--- src/rtl/busarb_pkg.sv ---
package busarb_pkg;

  typedef enum logic [1:0] {
    GK_NONE    = 2'd0,
    GK_REFRESH = 2'd1,
    GK_CPU     = 2'd2,
    GK_DEV     = 2'd3
  } grant_kind_e;

endpackage

--- src/rtl/busarb_resolver.sv ---
module busarb_resolver
  import busarb_pkg::*;
#(
  parameter int NUM_DEV = 16,
  localparam int LVL_W  = $clog2(NUM_DEV)
) (
  input  logic               refresh_req,
  input  logic               cpu_req,
  input  logic [NUM_DEV-1:0] dev_req,
  output grant_kind_e        win_kind,
  output logic [LVL_W-1:0]   win_level,
  output logic               any_req
);

  localparam logic [LVL_W-1:0] PARK_LEVEL = LVL_W'(NUM_DEV - 1);

  logic [NUM_DEV:0]   seen_below;
  logic [NUM_DEV-1:0] first_hot;
  logic               any_dev;

  assign seen_below[0] = 1'b0;

  for (genvar g = 0; g < NUM_DEV; g++) begin : g_chain
    assign first_hot[g]      = dev_req[g] & ~seen_below[g];
    assign seen_below[g + 1] = seen_below[g] | dev_req[g];
  end

  assign any_dev = seen_below[NUM_DEV];

  function automatic logic [LVL_W-1:0] onehot_index(input logic [NUM_DEV-1:0] oh);
    logic [LVL_W-1:0] idx;
    idx = '0;
    for (int i = 0; i < NUM_DEV; i++) begin
      if (oh[i]) idx = idx | LVL_W'(i);
    end
    return idx;
  endfunction

  always_comb begin
    win_kind  = GK_NONE;
    win_level = PARK_LEVEL;
    if (refresh_req) begin
      win_kind = GK_REFRESH;
    end else if (cpu_req) begin
      win_kind = GK_CPU;
    end else if (any_dev) begin
      win_kind  = GK_DEV;
      win_level = onehot_index(first_hot);
    end
  end

  assign any_req = refresh_req | cpu_req | any_dev;

endmodule

--- src/rtl/busarb_release.sv ---
module busarb_release
  import busarb_pkg::*;
#(
  parameter int NUM_DEV = 16,
  localparam int LVL_W  = $clog2(NUM_DEV)
) (
  input  logic               grant_valid,
  input  grant_kind_e        grant_kind,
  input  logic [LVL_W-1:0]   grant_level,
  input  logic               refresh_req,
  input  logic               cpu_req,
  input  logic [NUM_DEV-1:0] dev_req,
  input  logic               xfer_done,
  output logic               owner_req,
  output logic               release_evt
);

  always_comb begin
    unique case (grant_kind)
      GK_REFRESH: owner_req = refresh_req;
      GK_CPU:     owner_req = cpu_req;
      GK_DEV:     owner_req = dev_req[grant_level];
      default:    owner_req = 1'b0;
    endcase
  end

  assign release_evt = grant_valid & (xfer_done | ~owner_req);

endmodule

--- src/rtl/busarb_grant_reg.sv ---
module busarb_grant_reg
  import busarb_pkg::*;
#(
  parameter int NUM_DEV = 16,
  localparam int LVL_W  = $clog2(NUM_DEV)
) (
  input  logic             clk,
  input  logic             rst_n,
  input  logic             arb_evt,
  input  logic             release_evt,
  input  grant_kind_e      win_kind,
  input  logic [LVL_W-1:0] win_level,
  output logic             grant_valid,
  output grant_kind_e      grant_kind,
  output logic [LVL_W-1:0] grant_level
);

  localparam logic [LVL_W-1:0] PARK_LEVEL = LVL_W'(NUM_DEV - 1);

  always_ff @(posedge clk or negedge rst_n) begin
    if (!rst_n) begin
      grant_valid <= 1'b0;
      grant_kind  <= GK_NONE;
      grant_level <= PARK_LEVEL;
    end else if (arb_evt) begin
      grant_valid <= 1'b1;
      grant_kind  <= win_kind;
      grant_level <= win_level;
    end else if (release_evt) begin
      grant_valid <= 1'b0;
      grant_kind  <= GK_NONE;
      grant_level <= PARK_LEVEL;
    end
  end

endmodule

--- src/rtl/busarb_top.sv ---
module busarb_top
  import busarb_pkg::*;
#(
  parameter int NUM_DEV = 16,
  localparam int LVL_W  = $clog2(NUM_DEV)
) (
  input  logic               clk,
  input  logic               rst_n,
  input  logic               refresh_req,
  input  logic               cpu_req,
  input  logic [NUM_DEV-1:0] dev_req,
  input  logic               xfer_done,
  output logic               grant_valid,
  output logic [1:0]         grant_kind,
  output logic [LVL_W-1:0]   grant_level
);

  grant_kind_e      win_kind;
  logic [LVL_W-1:0] win_level;
  logic             any_req;
  grant_kind_e      cur_kind;
  logic             owner_req;
  logic             release_evt;
  logic             arb_evt;
  logic             defer_evt;

  busarb_resolver #(.NUM_DEV(NUM_DEV)) resolver_i (
    .refresh_req (refresh_req),
    .cpu_req     (cpu_req),
    .dev_req     (dev_req),
    .win_kind    (win_kind),
    .win_level   (win_level),
    .any_req     (any_req)
  );

  busarb_release #(.NUM_DEV(NUM_DEV)) release_i (
    .grant_valid (grant_valid),
    .grant_kind  (cur_kind),
    .grant_level (grant_level),
    .refresh_req (refresh_req),
    .cpu_req     (cpu_req),
    .dev_req     (dev_req),
    .xfer_done   (xfer_done),
    .owner_req   (owner_req),
    .release_evt (release_evt)
  );

  assign arb_evt   = ~grant_valid & any_req;
  assign defer_evt = grant_valid & (cur_kind == GK_CPU) & (|dev_req);

  busarb_grant_reg #(.NUM_DEV(NUM_DEV)) grant_i (
    .clk         (clk),
    .rst_n       (rst_n),
    .arb_evt     (arb_evt),
    .release_evt (release_evt),
    .win_kind    (win_kind),
    .win_level   (win_level),
    .grant_valid (grant_valid),
    .grant_kind  (cur_kind),
    .grant_level (grant_level)
  );

  assign grant_kind = cur_kind;

endmodule

--- config.mk ---
export PLATFORM = sky130hd
export DESIGN_NAME = busarb_top
export DESIGN_NICKNAME = d
export VERILOG_FILES = /design/src/rtl/busarb_pkg.sv /design/src/rtl/busarb_resolver.sv /design/src/rtl/busarb_release.sv /design/src/rtl/busarb_grant_reg.sv /design/src/rtl/busarb_top.sv
export SDC_FILE = /design/constraint.sdc
export NUM_CORES = 1
export LEC_CHECK = 0
export BUFFER_PORTS_ARGS = -buffer_cell sky130_fd_sc_hd__buf_2
export CELL_PAD_IN_SITES_DETAIL_PLACEMENT = 1
export CELL_PAD_IN_SITES_GLOBAL_PLACEMENT = 1
export CORE_UTILIZATION = 29
export DETAILED_ROUTE_END_ITERATION = 10
export PLACE_DENSITY_LB_ADDON = 0.25
export SETUP_SLACK_MARGIN = 0.3
export SLEW_MARGIN = 20
export SYNTH_ARGS = -nofsm -noshare
export SYNTH_HDL_FRONTEND = slang
export SYNTH_SLANG_ARGS = --single-unit
--- constraint.sdc ---
create_clock -name clk -period 2.2 [get_ports clk]
set_clock_uncertainty 0.15 [all_clocks]
set_input_delay 0.44 -clock clk [delete_from_list [all_inputs] [get_ports clk]]
set_output_delay 0.44 -clock clk [all_outputs]
set_load 0.02 [all_outputs]
==> metrics, run 1 <==
outcome complete, no violations; setup violators final 0; Gate Count Post-Synth about 80; GRT Total Usage 0.212; CTS H-tree lvls 1; First-pass DRT Iterations 4; Die Ht ~50 um; most used flip-flop cell after synthesis dfstp_2; arrival time at the worst endpoint approximately 2100 ps; Synth Area per Inst 8.36 um2; antenna-violating nets left 0; Startpoint Class flop; Num CTS Buffers 3; XOR/XNOR share of the synthesized area 0; grt ovf 0; largest net degree at the start of global routing 9; crit path from grant_i.grant_level[3]$_DFFE_PN1P_; register bit total from synthesis 7; root buffer cell clkbuf_4; die area roughly 2500 um2; Max Clk Rate between 400 and 500 MHz; vias in the first global route 830; Routed WL about 2.4 mm; WHS Endpoint grant_i.grant_valid$_DFFE_PN0P_; clk buf depth 2; clk_lat worst skew about 260 ps; sequential element share of the synthesized area 0.273; FF-to-FF End grant_i.grant_kind[1]$_DFFE_PN0P_; area share of fa/ha/maj cells after synthesis 0; pin slew with the least headroom to its limit approximately 560 ps; Hold WC Path Type input port to flop; Synth Area in Compound Gates 0.297; worst setup margin 98.9 ps; dpl hpwl ~1.9 mm; Post-synth top cells 9 x inv_1, 8 x nor2_1, 6 x nand2_1; HP Start xfer_done; max-slew violations 0; worst reg2reg path depth 5; Yosys top cell area share 0.159; Peak VDD IR approximately 270 uV; asr flop ratio synth 1.00; I/O Pins 28; hold slack between 200 and 300 ps; wire length per cell roughly 17 um; PD cells 780 nW/um2; clock-pin slew on the worst setup and hold paths 50 ps; n_diodes 0; YS warnings 0; CTS Sinks 7; Starting DRT DRC Count 11; synth top area cells dfstp_2 16%, dfrtp_1 11%, mux2i_1 6.1%, inv_1 5.1%, nor2_1 4.5%; first-pass GRT wire length about 3.8 mm; P_leak 0.000454 uW; area of the core just over 2000 um2; post-layout minimum cycle time roughly 2100 ps; Req. time, crit path 2180 ps; CP Cell Sequence mux4_2 -> a2bb2oi_2 -> a32o_2 -> a21oi_4 -> o32ai_2; die width between 40 and 50 um; Simple-Gate Fraction of Synth Area 0.231; share of layout cells above drive strength 1 0.474; critical path endpoint category flop; via count 802; initial antenna violation count 0; synthesized area 661 um2; top-count cell post-synth inv_1; dpl ws ~18 ps; Syn Nets 100; unrepaired setup endpoints after global routing true; R2R setup slack roughly 100 ps; period utilization 0.955; largest family of logic cells by synthesized area compound AO/OA/AOI/OAI gates; DRC 0; hold depth 2; Rows 16; CP max stage cell dfstp_2; Max Cap Viol 0; Final Hold Vio Count 0; Critical Path Max Stage Delay approximately 580 ps; number of synthesized flops with an enable pin 0; post-synthesis mux area share 0.134; worst r2r src grant_i.grant_level[3]$_DFFE_PN1P_; Synth area leader dfstp_2; CP Max Fanout 4; CTS tree built; CP Class flop to flop; setup TNS 0 ps; initial core utilization 0.324; Unique masters post-synth 36; area delta synth->final 44.5%; fill cell count roughly 260; vias per cell between 5 and 6; max_slew headroom 0.625; RD Place Congestion 0.804; Buffers on Ports 27; nets@finish roughly 140
[state kept, by name, indices dropped and copies added (netlist names)]
name                 flops
grant_i.grant_kind       2
grant_i.grant_valid      1
grant_i.grant_level      4
[worst max-delay path by stage]
stage	slack (ps)	cells past startpoint	endpoint
after detailed placement	20	5	grant_i.grant_level[2]$_DFFE_PN1P_
final	100	5	grant_i.grant_kind[1]$_DFFE_PN0P_
after global placement	90	6	grant_i.grant_level[1]$_DFFE_PN1P_
after floorplan	110	5	grant_i.grant_level[3]$_DFFE_PN1P_
after CTS	70	5	grant_i.grant_kind[1]$_DFFE_PN0P_
after global routing	0.04	5	grant_i.grant_valid$_DFFE_PN0P_
[logic make-up (layout without fill, tap and decap cells)]
group	count (synthesis)	in the layout
and+or+nand+nor	28	28
buffers and inverters	11	48
DFF	7	7
muxes	6	6
AOI/OAI and AO/OA	27	27
[worst max-delay path, delay by kind of cell, from the launching register on]
family / cells / cell delay (ps)
compound gates: 4 / 720
mux: 1 / 530
flops: 1 / 580
[power by group]
part | switching [uW] | internal, uW
logic | 210 | 175
clock network | 52.5 | 69.5
registers | 61.2 | 176
total | 324 | 421
[metrics by stage]
stage | utilization | total power, uW | cell area, um2 | instances
2_1_floorplan | - | 438 | 658 | 79
3_3_place_gp | 0.419 | 552 | 856 | 136
3_5_place_dp | 0.419 | 559 | 856 | 136
4_1_cts | 0.453 | 719 | 926 | 142
5_1_grt | 0.468 | 796 | 955 | 143
6_report | 0.468 | 745 | 955 | 143
[area by class of cell]
type | count | area (um2) | area share
Tap cell | 27 | 33.8 | 0.0354
Clock buffer | 4 | 26.3 | 0.0275
Inverter | 9 | 33.8 | 0.0354
Timing Repair Buffer | 35 | 198 | 0.207
Multi-Input combinational cell | 61 | 483 | 0.506
Sequential cell | 7 | 180 | 0.189
[cell usage in the layout (no fill, tap or decap), types with 2 or more instances in the layout]
| cell type | instances |
|---|---|
| nand2_1 | 6 |
| a32o_2 | 2 |
| mux4_2 | 2 |
| mux2i_1 | 4 |
| a2bb2oi_2 | 3 |
| and3_1 | 2 |
| clkbuf_4 | 3 |
| buf_4 | 7 |
| nor3_1 | 2 |
| buf_2 | 27 |
| a31oi_1 | 2 |
| nor4_1 | 2 |
| a21oi_1 | 5 |
| dfrtp_1 | 3 |
| dfstp_2 | 4 |
| o21ai_0 | 3 |
| inv_1 | 9 |
| o31ai_1 | 2 |
| nor2_1 | 8 |
[repair_timing]
action / 4_1_cts / 5_1_grt
hold endpoints to repair: 3 / 0
hold buffers: 1 / 0
endpoints found under the setup margin: 6 / 7
resized for setup: 4 / 4
pin swaps: 2 / 3
buffers inserted: 1 / 1
[routing by layer]
layer	wire length [um]	part of all wire	GRT usage
met5	0	0	0
met4	44	0.018	0.152
met3	82	0.034	0.0370
met2	1280	0.53	0.360
met1	1010	0.42	0.236
No activity file was read; power rests on OpenSTA's default activity.
==> inputs of run 2 (changes only) <==
- CTS_CLUSTER_SIZE: unset -> 28
- MAX_ROUTING_LAYER: unset -> met4
==> run 2 against run 1 <==
Against the previous run:
- final area unchanged
- via count is 0.12% higher
- wire length fell by 0.54%
- clock power is essentially flat
==> metrics, run 2 (synthesized netlist as in run 1, its figures left out) <==
outcome complete, no violations; CTS Sinks 7; die width a little under 50 um; Max Clk Rate 476 MHz; critical path endpoint category flop; vias per cell ~5.6; Clock Power Share 0.164; GR Layer Usage met1 0.234; max-slew violations 0; NetSw 323 uW; pin slew with the least headroom to its limit between 500 and 600 ps; setup violators final 0; dpl hpwl around 1.9 mm; root buffer cell clkbuf_4; Routed WL ~2.4 mm; dpl ws roughly 18 ps; Buffers on Ports 27; CP Class flop to flop; first-pass GRT wire length 3.82 mm; unrepaired setup endpoints after global routing true; fill cell count ~260; Multi-input gate area ~480 um2; setup TNS 0 ps; max_slew headroom 0.625; Max Cap Viol 0; Largest register FFs 4; Req. time, crit path 2180 ps; initial core utilization 0.324; Combinational Power Share 0.517; CTS tree built; GRT Total Usage 0.218; met3 usage 0.0370; fin cells 143; wire length per cell about 17 um; area delta synth->final 44.5%; worst setup margin between 90 and 100 ps; DRC 0; largest net degree at the start of global routing 9; P_leak ~0.00045 uW; CP max stage cell dfstp_2; Switching Share 0.434; GRT busiest layer met2; grt ovf 0; HP Start xfer_done; CP Cell Sequence mux4_2 -> a2bb2oi_2 -> a32o_2 -> a21oi_4 -> o32ai_2; number of instances in the placed design 136; Startpoint Class flop; Final Hold Vio Count 0; PD cells 779 nW/um2; register area between 150 and 200 um2; Tot Pwr around 740 uW; period utilization 0.956; CP Max Fanout 4; Rows 16; Peak VDD IR 269 uV; initial antenna violation count 0; Num CTS Buffers 3; clk buf depth 2; post-layout minimum cycle time roughly 2100 ps; clk_lat worst skew roughly 260 ps; Starting DRT DRC Count 17; via count between 800 and 900; Critical Path Max Stage Delay 580 ps; vias in the first global route 832; final instance area around 950 um2; nets@finish between 100 and 150; Pint about 420 uW; part of the power in registers 0.319; Largest regs grant_i.grant_level: 4 flops, grant_i.grant_kind: 2 flops, grant_i.grant_valid: 1 flops; n_diodes 0; worst r2r src grant_i.grant_level[3]$_DFFE_PN1P_; commonest non-fill, non-tap cell in the layout buf_2; cell area after placement roughly 860 um2; Die Ht about 50 um; Top reg by flops grant_i.grant_level; RD Place Congestion between 0.8 and 0.9; share of layout cells above drive strength 1 0.474; arrival time at the worst endpoint roughly 2100 ps; crit path from grant_i.grant_level[3]$_DFFE_PN1P_; commonest cells after routing, fill and taps aside 27 x buf_2, 9 x inv_1, 8 x nor2_1; Hold WC Path Type input port to flop; antenna-violating nets left 0; clock-pin slew on the worst setup and hold paths 50 ps; CTS H-tree lvls 1; area of the core slightly above 2000 um2; First-pass DRT Iterations 4; I/O Pins 28; met2 usage 0.360; die area 2470 um2
-- run 2: cell counts in the layout (fill, tap and decap cells not counted) --
Identical to the previous run, type by type.
-- run 2: path summary, 6_finish.rpt --
path | end | slack (ps) | cells past startpoint
min | grant_i.grant_valid$_DFFE_PN0P_ | 280 | 2
max in group asynchronous | grant_i.grant_level[3]$_DFFE_PN1P_ | 1260 | 2
max | grant_i.grant_kind[1]$_DFFE_PN0P_ | 100 | 5
max reg2reg | grant_i.grant_kind[1]$_DFFE_PN0P_ | 100 | 5
min in group asynchronous | grant_i.grant_kind[0]$_DFFE_PN0P_ | 410 | 2
min reg2reg | grant_i.grant_valid$_DFFE_PN0P_ | 400 | 1
-- run 2: stage by stage --
stage | util | hold WS, ps
2_1_floorplan | - | -5.59
3_3_place_gp | 0.419 | 138
3_5_place_dp | 0.419 | 135
4_1_cts | 0.453 | 253
5_1_grt | 0.468 | 291
6_report | 0.468 | 276
-- run 2: area by class of cell --
type	instances	area share
clock buffers	4	0.0275
inverters	9	0.0354
multi-input cells	61	0.506
flip-flops and latches	7	0.189
well taps	27	0.0354
repair buffers	35	0.207
-- run 2: what timing repair did --
action,in CTS,in global routing
buffers inserted,1,1
hold buffers,1,0
endpoints found under the hold margin,3,0
endpoints found under the setup margin,6,7
pin swaps,2,3
gates resized for setup,4,4
-- run 2: routing by layer --
metal | share of wire | routed length [um]
met5 | 0 | 0
met1 | 0.42 | 1010
met2 | 0.52 | 1240
met4 | 0.029 | 70
met3 | 0.035 | 85
-- run 2: power by group through the flow --
stage               Sequential [uW]  Combinational (uW)  Clock [uW]
floorplan                       264                 174           0
global placement                235                 317           0
detailed placement              236                 323           0
CTS                             236                 354         129
global route                    247                 415         134
finish                          237                 385         122
-- run 2: worst max-delay path, delay by kind of cell, from the launching register on --
family          cells  cell delay, ps
mux                 1             530
compound gates      4             720
flops               1             580
